File: src/rtl/qpc_pkg.sv
package qpc_pkg;
  // Condition code, MSB first: less, greater, equal, unordered
  typedef struct packed {
    logic lt;
    logic gt;
    logic eq;
    logic un;
  } qpc_cond_t;

  // Operand classification
  typedef struct packed {
    logic nan;
    logic snan;
    logic zero;
  } qpc_class_t;

  localparam int unsigned QPC_FIELD_W = 3;
endpackage

File: src/rtl/qpc_classify.sv
module qpc_classify
  import qpc_pkg::*;
#(
  parameter int unsigned EXP_W  = 15,
  parameter int unsigned FRAC_W = 112,
  localparam int unsigned OP_W  = 1 + EXP_W + FRAC_W,
  localparam int unsigned MAG_W = EXP_W + FRAC_W
) (
  input  logic [OP_W-1:0]  op,
  output logic             sign,
  output logic [MAG_W-1:0] mag,
  output qpc_class_t       cls
);
  logic [EXP_W-1:0]  exp_f;
  logic [FRAC_W-1:0] frac_f;

  function automatic qpc_class_t classify(input logic [EXP_W-1:0] e,
                                          input logic [FRAC_W-1:0] f);
    qpc_class_t c;
    c.nan  = (&e) && (|f);
    c.snan = c.nan && !f[FRAC_W-1];
    c.zero = !(|e) && !(|f);
    return c;
  endfunction

  assign sign   = op[OP_W-1];
  assign exp_f  = op[MAG_W-1:FRAC_W];
  assign frac_f = op[FRAC_W-1:0];
  assign mag    = op[MAG_W-1:0];
  assign cls    = classify(exp_f, frac_f);
endmodule

File: src/rtl/qpc_order.sv
module qpc_order #(
  parameter int unsigned MAG_W = 127
) (
  input  logic             sign_a,
  input  logic             sign_b,
  input  logic [MAG_W-1:0] mag_a,
  input  logic [MAG_W-1:0] mag_b,
  input  logic             zero_a,
  input  logic             zero_b,
  output logic             a_lt,
  output logic             a_gt,
  output logic             a_eq
);
  // Returns {lt, gt, eq} for ordered (non-NaN) operands
  function automatic logic [2:0] order3(input logic sa, input logic sb,
                                        input logic [MAG_W-1:0] ma,
                                        input logic [MAG_W-1:0] mb,
                                        input logic za, input logic zb);
    logic m_lt, m_gt;
    m_lt = ma < mb;
    m_gt = ma > mb;
    if (za && zb)       return 3'b001;
    else if (sa != sb)  return sa ? 3'b100 : 3'b010;
    else if (!m_lt && !m_gt) return 3'b001;
    else if (sa)        return {m_gt, m_lt, 1'b0};
    else                return {m_lt, m_gt, 1'b0};
  endfunction

  assign {a_lt, a_gt, a_eq} = order3(sign_a, sign_b, mag_a, mag_b, zero_a, zero_b);
endmodule

File: src/rtl/qpc_compare.sv
module qpc_compare
  import qpc_pkg::*;
#(
  parameter int unsigned EXP_W  = 15,
  parameter int unsigned FRAC_W = 112,
  localparam int unsigned OP_W  = 1 + EXP_W + FRAC_W,
  localparam int unsigned MAG_W = EXP_W + FRAC_W
) (
  input  logic                   clk,
  input  logic                   rst_n,
  input  logic                   in_valid,
  input  logic [OP_W-1:0]        op_a,
  input  logic [OP_W-1:0]        op_b,
  input  logic [QPC_FIELD_W-1:0] cr_field,
  input  logic                   fac_en,
  output logic                   out_valid,
  output logic [3:0]             cc,
  output logic [QPC_FIELD_W-1:0] out_field,
  output logic [3:0]             fpcc,
  output logic                   snan_flag,
  output logic                   fac_unavail
);
  logic [OP_W-1:0]  ops   [2];
  logic             sgn   [2];
  logic [MAG_W-1:0] mags  [2];
  qpc_class_t       cls   [2];

  assign ops[0] = op_a;
  assign ops[1] = op_b;

  for (genvar i = 0; i < 2; i++) begin : g_cls
    qpc_classify #(.EXP_W(EXP_W), .FRAC_W(FRAC_W)) u_cls (
      .op  (ops[i]),
      .sign(sgn[i]),
      .mag (mags[i]),
      .cls (cls[i])
    );
  end

  logic ord_lt, ord_gt, ord_eq;
  qpc_order #(.MAG_W(MAG_W)) u_ord (
    .sign_a(sgn[0]),
    .sign_b(sgn[1]),
    .mag_a (mags[0]),
    .mag_b (mags[1]),
    .zero_a(cls[0].zero),
    .zero_b(cls[1].zero),
    .a_lt  (ord_lt),
    .a_gt  (ord_gt),
    .a_eq  (ord_eq)
  );

  // Named internal events
  logic      do_cmp, blocked, any_nan, any_snan;
  qpc_cond_t cond_nxt;

  assign do_cmp   = in_valid && fac_en;
  assign blocked  = in_valid && !fac_en;
  assign any_nan  = cls[0].nan || cls[1].nan;
  assign any_snan = cls[0].snan || cls[1].snan;

  always_comb begin
    if (any_nan) cond_nxt = '{lt: 1'b0, gt: 1'b0, eq: 1'b0, un: 1'b1};
    else         cond_nxt = '{lt: ord_lt, gt: ord_gt, eq: ord_eq, un: 1'b0};
  end

  qpc_cond_t               cc_q, fpcc_q;
  logic                    valid_q, snan_q, unavail_q;
  logic [QPC_FIELD_W-1:0]  field_q;

  always_ff @(posedge clk) begin
    if (!rst_n) begin
      valid_q   <= 1'b0;
      unavail_q <= 1'b0;
      cc_q      <= '0;
      fpcc_q    <= '0;
      snan_q    <= 1'b0;
      field_q   <= '0;
    end else begin
      valid_q   <= do_cmp;
      unavail_q <= blocked;
      if (do_cmp) begin
        cc_q    <= cond_nxt;
        fpcc_q  <= cond_nxt;
        snan_q  <= any_snan;
        field_q <= cr_field;
      end
    end
  end

  assign out_valid   = valid_q;
  assign fac_unavail = unavail_q;
  assign cc          = cc_q;
  assign fpcc        = fpcc_q;
  assign snan_flag   = snan_q;
  assign out_field   = field_q;

  // Cycles-since-reset guard for $past
  logic armed;
  always_ff @(posedge clk) begin
    if (!rst_n) armed <= 1'b0;
    else        armed <= 1'b1;
  end


  valid_follows_chk: assert property (@(posedge clk) disable iff (!rst_n)
    armed |-> (out_valid == $past(do_cmp)));

  field_pass_chk: assert property (@(posedge clk) disable iff (!rst_n)
    (armed && out_valid) |-> (out_field == $past(cr_field)));

  single_code_chk: assert property (@(posedge clk) disable iff (!rst_n)
    out_valid |-> ($countones(cc) == 1));

  nan_unordered_chk: assert property (@(posedge clk) disable iff (!rst_n)
    (armed && $past(do_cmp && any_nan)) |-> (cc == 4'b0001));

  snan_implies_un_chk: assert property (@(posedge clk) disable iff (!rst_n)
    (out_valid && snan_flag) |-> cc[0]);

  mirror_chk: assert property (@(posedge clk) disable iff (!rst_n)
    out_valid |-> (fpcc == cc));

  blocked_hold_chk: assert property (@(posedge clk) disable iff (!rst_n)
    (armed && $past(blocked)) |-> (fac_unavail && !out_valid && $stable(cc) && $stable(snan_flag)));
endmodule

File: config.mk
export PLATFORM = sky130hd
export DESIGN_NAME = qpc_compare
export DESIGN_NICKNAME = d
export VERILOG_FILES = /design/src/rtl/qpc_pkg.sv /design/src/rtl/qpc_classify.sv /design/src/rtl/qpc_order.sv /design/src/rtl/qpc_compare.sv
export SDC_FILE = /design/constraint.sdc
export NUM_CORES = 1
export LEC_CHECK = 0
export BUFFER_PORTS_ARGS = -buffer_cell sky130_fd_sc_hd__buf_2
export CORE_AREA = 2 2 107 109
export CTS_CLUSTER_SIZE = 30
export DETAILED_ROUTE_END_ITERATION = 8
export DIE_AREA = 0 0 109 111
export PLACE_DENSITY = 0.75
export SYNTH_ARGS = -nofsm -noshare
export SYNTH_HDL_FRONTEND = slang
export SYNTH_SLANG_ARGS = --single-unit
File: constraint.sdc
create_clock -name clk -period 6 [get_ports clk]
set_input_delay 1.2 -clock clk [delete_from_list [all_inputs] [get_ports clk]]
set_output_delay 1.2 -clock clk [all_outputs]
set_load 0.005 [all_outputs]
==> qor.yml, run 1 <==
pwr:
  static-leakage-power_nw: 3.45
  vdd_ir_max_mv: 0.109
  power_density_nw_per_um2: 92.7
timing:
  slew_headroom: 0.547
  tightestPinTransition_ns: 0.673
  setup_total_negative_slack_ns: 0
  fin_skew_ns: 0
  final_hold_viol_count: 0
  finalMaxSlewViolations: 0
  rsz_0062_raised_after_global_routing: "no"
  fmaxAchievable_mhz: 278
  period_share: 0.599
  setup_viol_count_final: 0
  timing.final.crit_period_ns: 3.59
yosys:
  combinational_family_with_the_most_area_after_synthesis: "adder cells"
  synth_sequential_area_ratio: 0.0469
  synth_area_um2: 4270
  post_synth_mux_area_share: 0
  netlist_top_cells_area: "ha_1 (37%), inv_1 (12%), nor4_1 (10%)"
  synth.distinct_cells: 42
  yosys.area_share.adder: 0.373
  ys_ff_latch: 10
  ys_dominant_reg_cell: "dfxtp_1"
  ys.warnings.count: 0
  synth_area_per_cell_um2: 7.00
  synth.top_cell.area_share: 0.373
  post_synth_xor_area_fraction: 0.00205
  yosysMostFrequentCell: "inv_1"
  async_set_reset_flop_share_out_of_synthesis: 0
  number_of_instances_in_the_synthesized_netlist: 609
  synth.cells.most_frequent: "inv_1 (132), ha_1 (127), nor4_1 (68), a21oi_1 (52), nand2_1 (47)"
  post-synth-top-area-cell: "ha_1"
  synth_area_in_simple_gates: 0.285
  synth_nets: 999
  fraction_of_the_mapped_netlist_area_in_compound_gates: 0.168
  synth-edff-count: 0
placement:
  cell_area_reported_after_detailed_placement_um2: 5790
  place.gp.congestion: 0.935
  port_buffers: 276
  dp.final_hpwl_um: 15400
clocking:
  numClockSinks: 10
  hold_buffers: 0
  worst_setup_hold_path_clk_slew_ns: 0.04
  cts_tree: "built"
  total_cts_buffers: 3
  root_driver: "clkbuf_16"
  postCtsSetupBuffers: 0
  ctsLongestPathBuffers: 2
  htree_num_levels: 1
  cts_repair_resize_count: 0
  clock_insertion_delay_worst_skew_ns: 0.24
detailed_routing:
  first_pass_iters: 4
  drt_wl_total_um: 16700
  detail_route.wl_per_cell_um: 16.2
  postRouteAntennaNets: 0
  dr_total_vias: 5517
  drt_iter0_markers: 355
  drcViolationCount: 0
  viasPerCell: 5.38
setup_path:
  worst_setup_path_start_kind: "input pin"
  timing.critical_path.slowest_stage_cell: "nor4_2"
  setup.worst_path.end_class: "register"
  cp_num_buf_inv: 2
  cp_data_arrival_time_ns: 3.72
  timing.setup.critical_path_class: "input pin to register"
  crit_path_max_incr_delay_ns: 0.44
  cp_top_family: "simple AND/OR/NAND/NOR gates"
  critical_path_required_ns: 6.13
  crit_path_max_fanout: 4
  path_cells: "buf_2 -> inv_1 -> ha_1 -> nand4_1 -> nor4_2 -> nand4_1 -> nor4_2 -> nand4b_1 -> o211ai_2 -> a21oi_1 -> a211o_1 -> o2111a_1"
finish:
  nNetsFinal: 1274
  post-route-cell-area_um2: 5880
  area_delta_synth_final_pct: 37.8
  n_antenna_cell: 0
  fillers: 1155
  post_route_cells_drive_above_1_share: 0.325
hold_path:
  hold_crit_path_type: "register to register"
floorplan:
  placement_rows: 39
  ios: 277
  initial_core_util: 0.385
  die-area_um2: 12100
  height_of_the_chip_um: 111
  core-area_um2: 11100
  fp.dieW_um: 109
global_routing:
  first_global_vias: 5385
  overflow: 0
  grt_util_all_layers: 0.270
  grt_antenna_before_repair: 1
  grt_pass1_wl_um: 25800
  grt_start_max_net_pins: 12
status:
  result_of_the_run: "complete, no violations"
run:
  maxCapViolations: 0
flip-flops by register name, summed over array words and instances (netlist names):
name / flops
snan_flag: 1
out_valid: 1
fpcc: 4
out_field: 3
fac_unavail: 1
stage by stage:
stage	hold slack, ns	total power [W]	worst slack, ns	cells	utilization
5_1_grt	0.494	0.000599	2.18	1026	0.531
4_1_cts	0.466	0.000545	2.32	1026	0.531
2_1_floorplan	0.460	0.000240	2.71	609	-
3_5_place_dp	0.459	0.000409	2.08	1022	0.523
3_3_place_gp	0.451	0.000407	2.24	1022	0.523
6_report	0.463	0.000545	2.41	1026	0.531
metal layers:
| metal | share of wire | vias up | wire length [um] | global-route usage |
|---|---|---|---|---|
| met5 | 0 | - | 0 | 0 |
| met4 | 0.018 | 0 | 306 | 0.0547 |
| met3 | 0.072 | 24 | 1200 | 0.0359 |
| met2 | 0.47 | 218 | 7810 | 0.470 |
| met1 | 0.44 | 2478 | 7340 | 0.350 |
| li1 | - | 2797 | - | - |
cell families after synthesis:
logic type	Yosys count
AO/OA/AOI/OAI	117
XOR/XNOR	1
AND/OR/NAND/NOR	216
flip-flops	10
adder cells (fa/ha/maj)	127
buffers and inverters	138
worst paths after layout:
kind / slack, ns / cells past startpoint / endpoint / startpoint
worst min register to register: 0.46 / 2 / out_field[0] / out_field[0]
worst min-delay path: 0.46 / 2 / out_field[0] / out_field[0]
worst max register to register: 5.06 / 4 / fpcc[2] / fpcc[2]
worst max-delay path: 2.41 / 12 / fpcc[3] / op_b[124]
worst reg2reg max path, stage by stage, from the launching register on:
cell       delay [ns]
dfxtp_1          0.36
nand2_1          0.11
nand2_1          0.09
a2bb2oi_1        0.16
o311a_1          0.17
placed cells by master, fill, tap and decap left out, drive strengths merged, types with 2 or more instances in the layout:
cell / n
a21o: 16
a21oi: 52
nand2b: 2
dfxtp: 10
a221oi: 3
nand3: 14
clkbuf: 4
buf: 276
nand4: 46
ha: 127
inv: 132
o21ai: 22
nor2: 12
nand2: 47
o211ai: 2
and4: 3
a21boi: 4
o311a: 2
nor2b: 2
and3: 3
nor4: 71
a211oi: 7
nor3: 11
where the power goes:
| group | internal (W) | switching (W) | total [W] |
|---|---|---|---|
| clock | 0.000100 | 0.0000321 | 0.000132 |
| sequential | 0.0000697 | 0.00000161 | 0.0000714 |
| combinational | 0.000159 | 0.000182 | 0.000341 |
| total | 0.000329 | 0.000216 | 0.000545 |
layout make-up:
| class | instances | area [um2] | area share |
|---|---|---|---|
| repair buffers | 276 | 1380 | 0.235 |
| well taps | 143 | 179 | 0.0304 |
| flip-flops and latches | 10 | 200 | 0.0341 |
| multi-input cells | 461 | 3530 | 0.601 |
| inverters | 132 | 495 | 0.0843 |
| clock buffers | 4 | 88.8 | 0.0151 |
Power figures use the tool's default switching activity.
==> run 2, diff against run 1 <==
Settings changed: ABC_AREA from default to 1, PLACE_DENSITY 0.75 to 0.81.
Clock period 6 ns to 3.7 ns, I/O delays scaled along.
==> run 2 against run 1 <==
  * Via count is 9.9% higher
  * Global-route usage fell by 2.5 points
  * Combinational power up 71%
  * Total power rose by 63%
  * Clock power grew 42%
  * Cell area is 9.9% higher
  * Critical path depth increased by 3
  * Worst setup slack worse by 1.1 ns
  * Area after synthesis is 14% higher
  * Clock skew unchanged
  * Largest cell class unchanged
==> qor.yml, run 2 <==
status:
  result_of_the_run: "complete, no violations"  # unchanged
floorplan:
  placement_rows: 39  # unchanged
  ios: 277  # unchanged
  initial_core_util: 0.438  # was 0.385
  die-area_um2: 12100  # unchanged
  core-area_um2: 11100  # unchanged
  height_of_the_chip_um: 111  # unchanged
  fp.dieW_um: 109  # unchanged
yosys:
  post-synth-top-area-cell: "ha_1"  # unchanged
  post_synth_xor_area_fraction: 0  # was 0.00205
  synth_area_in_simple_gates: 0.398  # was 0.285
  fraction_of_the_mapped_netlist_area_in_compound_gates: 0.0918  # was 0.168
  yosysMostFrequentCell: "nand2_1"  # was inv_1
  synth.cells.most_frequent: "nand2_1 (210), inv_1 (155), nor2_1 (141), ha_1 (127), a21oi_1 (55)"  # was inv_1 (132), ha_1 (127), nor4_1 (68), a21oi_1 (52), nand2_1 (47)
  ys_dominant_reg_cell: "dfxtp_1"  # unchanged
  synth_area_um2: 4850  # was 4270 um2
  combinational_family_with_the_most_area_after_synthesis: "simple AND/OR/NAND/NOR gates"  # was adder cells
  synth_nets: 1231  # was 999
  synth-edff-count: 0  # unchanged
  synth_area_per_cell_um2: 5.77  # was 7.00 um2
  post_synth_mux_area_share: 0  # unchanged
  ys.warnings.count: 0  # unchanged
  synth_sequential_area_ratio: 0.0412  # was 0.0469
  netlist_top_cells_area: "ha_1 (33%), nand2_1 (16%), inv_1 (12%)"  # was ha_1 (37%), inv_1 (12%), nor4_1 (10%)
  async_set_reset_flop_share_out_of_synthesis: 0  # unchanged
  number_of_instances_in_the_synthesized_netlist: 841  # was 609
  synth.top_cell.area_share: 0.327  # was 0.373
  ys_ff_latch: 10  # unchanged
  yosys.area_share.adder: 0.327  # was 0.373
  synth.distinct_cells: 31  # was 42
clocking:
  ctsLongestPathBuffers: 2  # unchanged
  htree_num_levels: 1  # unchanged
  total_cts_buffers: 3  # unchanged
  clock_insertion_delay_worst_skew_ns: 0.23  # was 0.24 ns
  worst_setup_hold_path_clk_slew_ns: 0.04  # about the same
  postCtsSetupBuffers: 0  # unchanged
  hold_buffers: 0  # unchanged
  root_driver: "clkbuf_16"  # unchanged
  numClockSinks: 10  # unchanged
  cts_repair_resize_count: 0  # unchanged
  cts_tree: "built"  # unchanged
pwr:
  vdd_ir_max_mv: 0.134  # was 0.109 mV
  static-leakage-power_nw: 4.02  # was 3.45 nW
  power_density_nw_per_um2: 137  # was 92.7 nW/um2
setup_path:
  critical_path_required_ns: 3.87  # was 6.13 ns
  worst_setup_path_start_kind: "input pin"  # unchanged
  crit_path_max_fanout: 3  # was 4
  r2r-end: "snan_flag"  # was fpcc[2]
  timing.setup.critical_path_class: "input pin to register"  # unchanged
  crit-reg2reg-launch: "snan_flag"  # was fpcc[2]
  reg2reg_slack_ns: 3.04  # was 5.06 ns
  timing.critical_path.to: "fpcc[1]"  # was fpcc[3]
  length_in_cells_of_the_worst_reg_to_reg_path: 2  # was 4
  setup.worst_path.end_class: "register"  # unchanged
  worstSetupStartpoint: "op_b[54]"  # was op_b[124]
  cp_data_arrival_time_ns: 2.57  # was 3.72 ns
finish:
  commonest_non_fill_non_tap_cells_in_the_layout: "buf_2 (276), nand2_1 (210), inv_1 (155), nor2_1 (141), ha_1 (127)"  # was buf_2 (276), inv_1 (132), ha_1 (127), nor4_1 (68), a21oi_1 (52)
  area_delta_synth_final_pct: 33.1  # was 37.8%
  nNetsFinal: 1508  # was 1,274
  final_common_cell: "buf_2"  # unchanged
  n_antenna_cell: 0  # unchanged
  post_route_cells_drive_above_1_share: 0.289  # was 0.325
  fillers: 1130  # was 1,155
  largest_register_ffs: 4  # unchanged
detailed_routing:
  drcViolationCount: 0  # unchanged
  viasPerCell: 4.82  # was 5.38
  postRouteAntennaNets: 0  # unchanged
  first_pass_iters: 5  # was 4
  detail_route.wl_per_cell_um: 12.0  # was 16.2 um
  dr_total_vias: 6064  # was 5,517
  drt_wl_total_um: 15200  # was 16,700 um
  drt_iter0_markers: 252  # was 355
hold_path:
  hold_path_startpoint: "out_field[1]"  # was out_field[0]
  hold_crit_path_type: "register to register"  # unchanged
timing:
  setup_total_negative_slack_ns: 0  # unchanged
  tightestPinTransition_ns: 0.337  # was 0.673 ns
  rsz_0062_raised_after_global_routing: "no"  # unchanged
  final_hold_viol_count: 0  # unchanged
  period_share: 0.647
  timing.final.crit_period_ns: 2.40
  fmaxAchievable_mhz: 417
  slew_headroom: 0.773  # was 0.547
  finalMaxSlewViolations: 0  # unchanged
  fin_skew_ns: 0  # unchanged
  setup_viol_count_final: 0  # unchanged
  worst_hold_slack_ns: 0.484  # was 0.463 ns
global_routing:
  grt_antenna_before_repair: 0  # was 1
  grt_start_max_net_pins: 10  # was 12
  grt_pass1_wl_um: 24800  # was 25,800 um
  overflow: 0  # unchanged
  grt_util_all_layers: 0.244  # was 0.270
  first_global_vias: 5994  # was 5,385
placement:
  dp.final_hpwl_um: 14000  # was 15,400 um
  place.gp.congestion: 0.886  # was 0.935
  port_buffers: 276  # unchanged
run:
  maxCapViolations: 0  # unchanged
-- run 2: changes by cell type after synthesis, sizes merged, moves of 4 or more --
cell,change
a21boi,-4
a21o,-8
o21ai,-11
nor4,-62
nor2,+137
nand2,+169
inv,+43
a21oi,+4
a211oi,-7
nand4,-5
-- run 2: worst min-delay path by stage --
stage | end | slack, ns | cells after the start
after floorplan | fpcc[2] | 0.48 | 2
after global placement | out_field[1] | 0.46 | 2
after detailed placement | out_field[0] | 0.47 | 2
after CTS | out_field[0] | 0.48 | 2
after global routing | fpcc[2] | 0.50 | 2
final | out_field[1] | 0.48 | 2
-- run 2: kinds of logic after synthesis --
| kind of cell | Yosys count |
|---|---|
| and+or+nand+nor | 444 |
| buffers and inverters | 179 |
| adders and majority gates | 127 |
| AOI/OAI and AO/OA | 81 |
| DFF | 10 |
-- run 2: worst max-delay path: stages --
cell,delay (ns)
buf_2,0.07
inv_1,0.04
ha_1,0.29
nand2_1,0.07
nor2_1,0.16
nand4_1,0.12
nor2_1,0.29
nand2_1,0.09
nor2_1,0.11
nand3_1,0.13
nor3_2,0.16
nand2_1,0.08
nand2_1,0.07
nand2_1,0.06
a21oi_2,0.10
-- run 2: power breakdown --
| part | leakage [nW] | internal, W | switching [W] |
|---|---|---|---|
| clock network | 0.0370 | 0.000140 | 0.0000479 |
| registers | 0.0821 | 0.000114 | 0.00000322 |
| logic | 3.90 | 0.000267 | 0.000314 |
-- run 2: per-layer routing --
metal | global-route usage | vias up | wire length [um]
li1 | - | 3247 | -
met1 | 0.278 | 2592 | 6380
met2 | 0.472 | 202 | 7540
met3 | 0.0382 | 23 | 1040
met4 | 0.0385 | 0 | 191
met5 | 0 | - | 0
-- run 2: area by class of cell --
| class | instances | area [um2] | area share |
|---|---|---|---|
| flip-flops and latches | 10 | 200 | 0.0310 |
| inverters | 175 | 657 | 0.102 |
| clock buffers | 3 | 75.1 | 0.0116 |
| multi-input cells | 652 | 3970 | 0.614 |
| repair buffers | 276 | 1380 | 0.214 |
| well taps | 143 | 179 | 0.0277 |
-- run 2: through the flow --
stage               instance area, um2  std cells  total power (W)  utilization  worst slack [ns]
finish                            6460       1259         0.000887        0.583              1.30
global route                      6460       1259         0.000989        0.583              1.09
CTS                               6460       1259         0.000889        0.583              1.24
detailed placement                6380       1256         0.000699        0.576              1.05
global placement                  6380       1256         0.000686        0.576              1.10
floorplan                         4850        841         0.000448            -              1.55
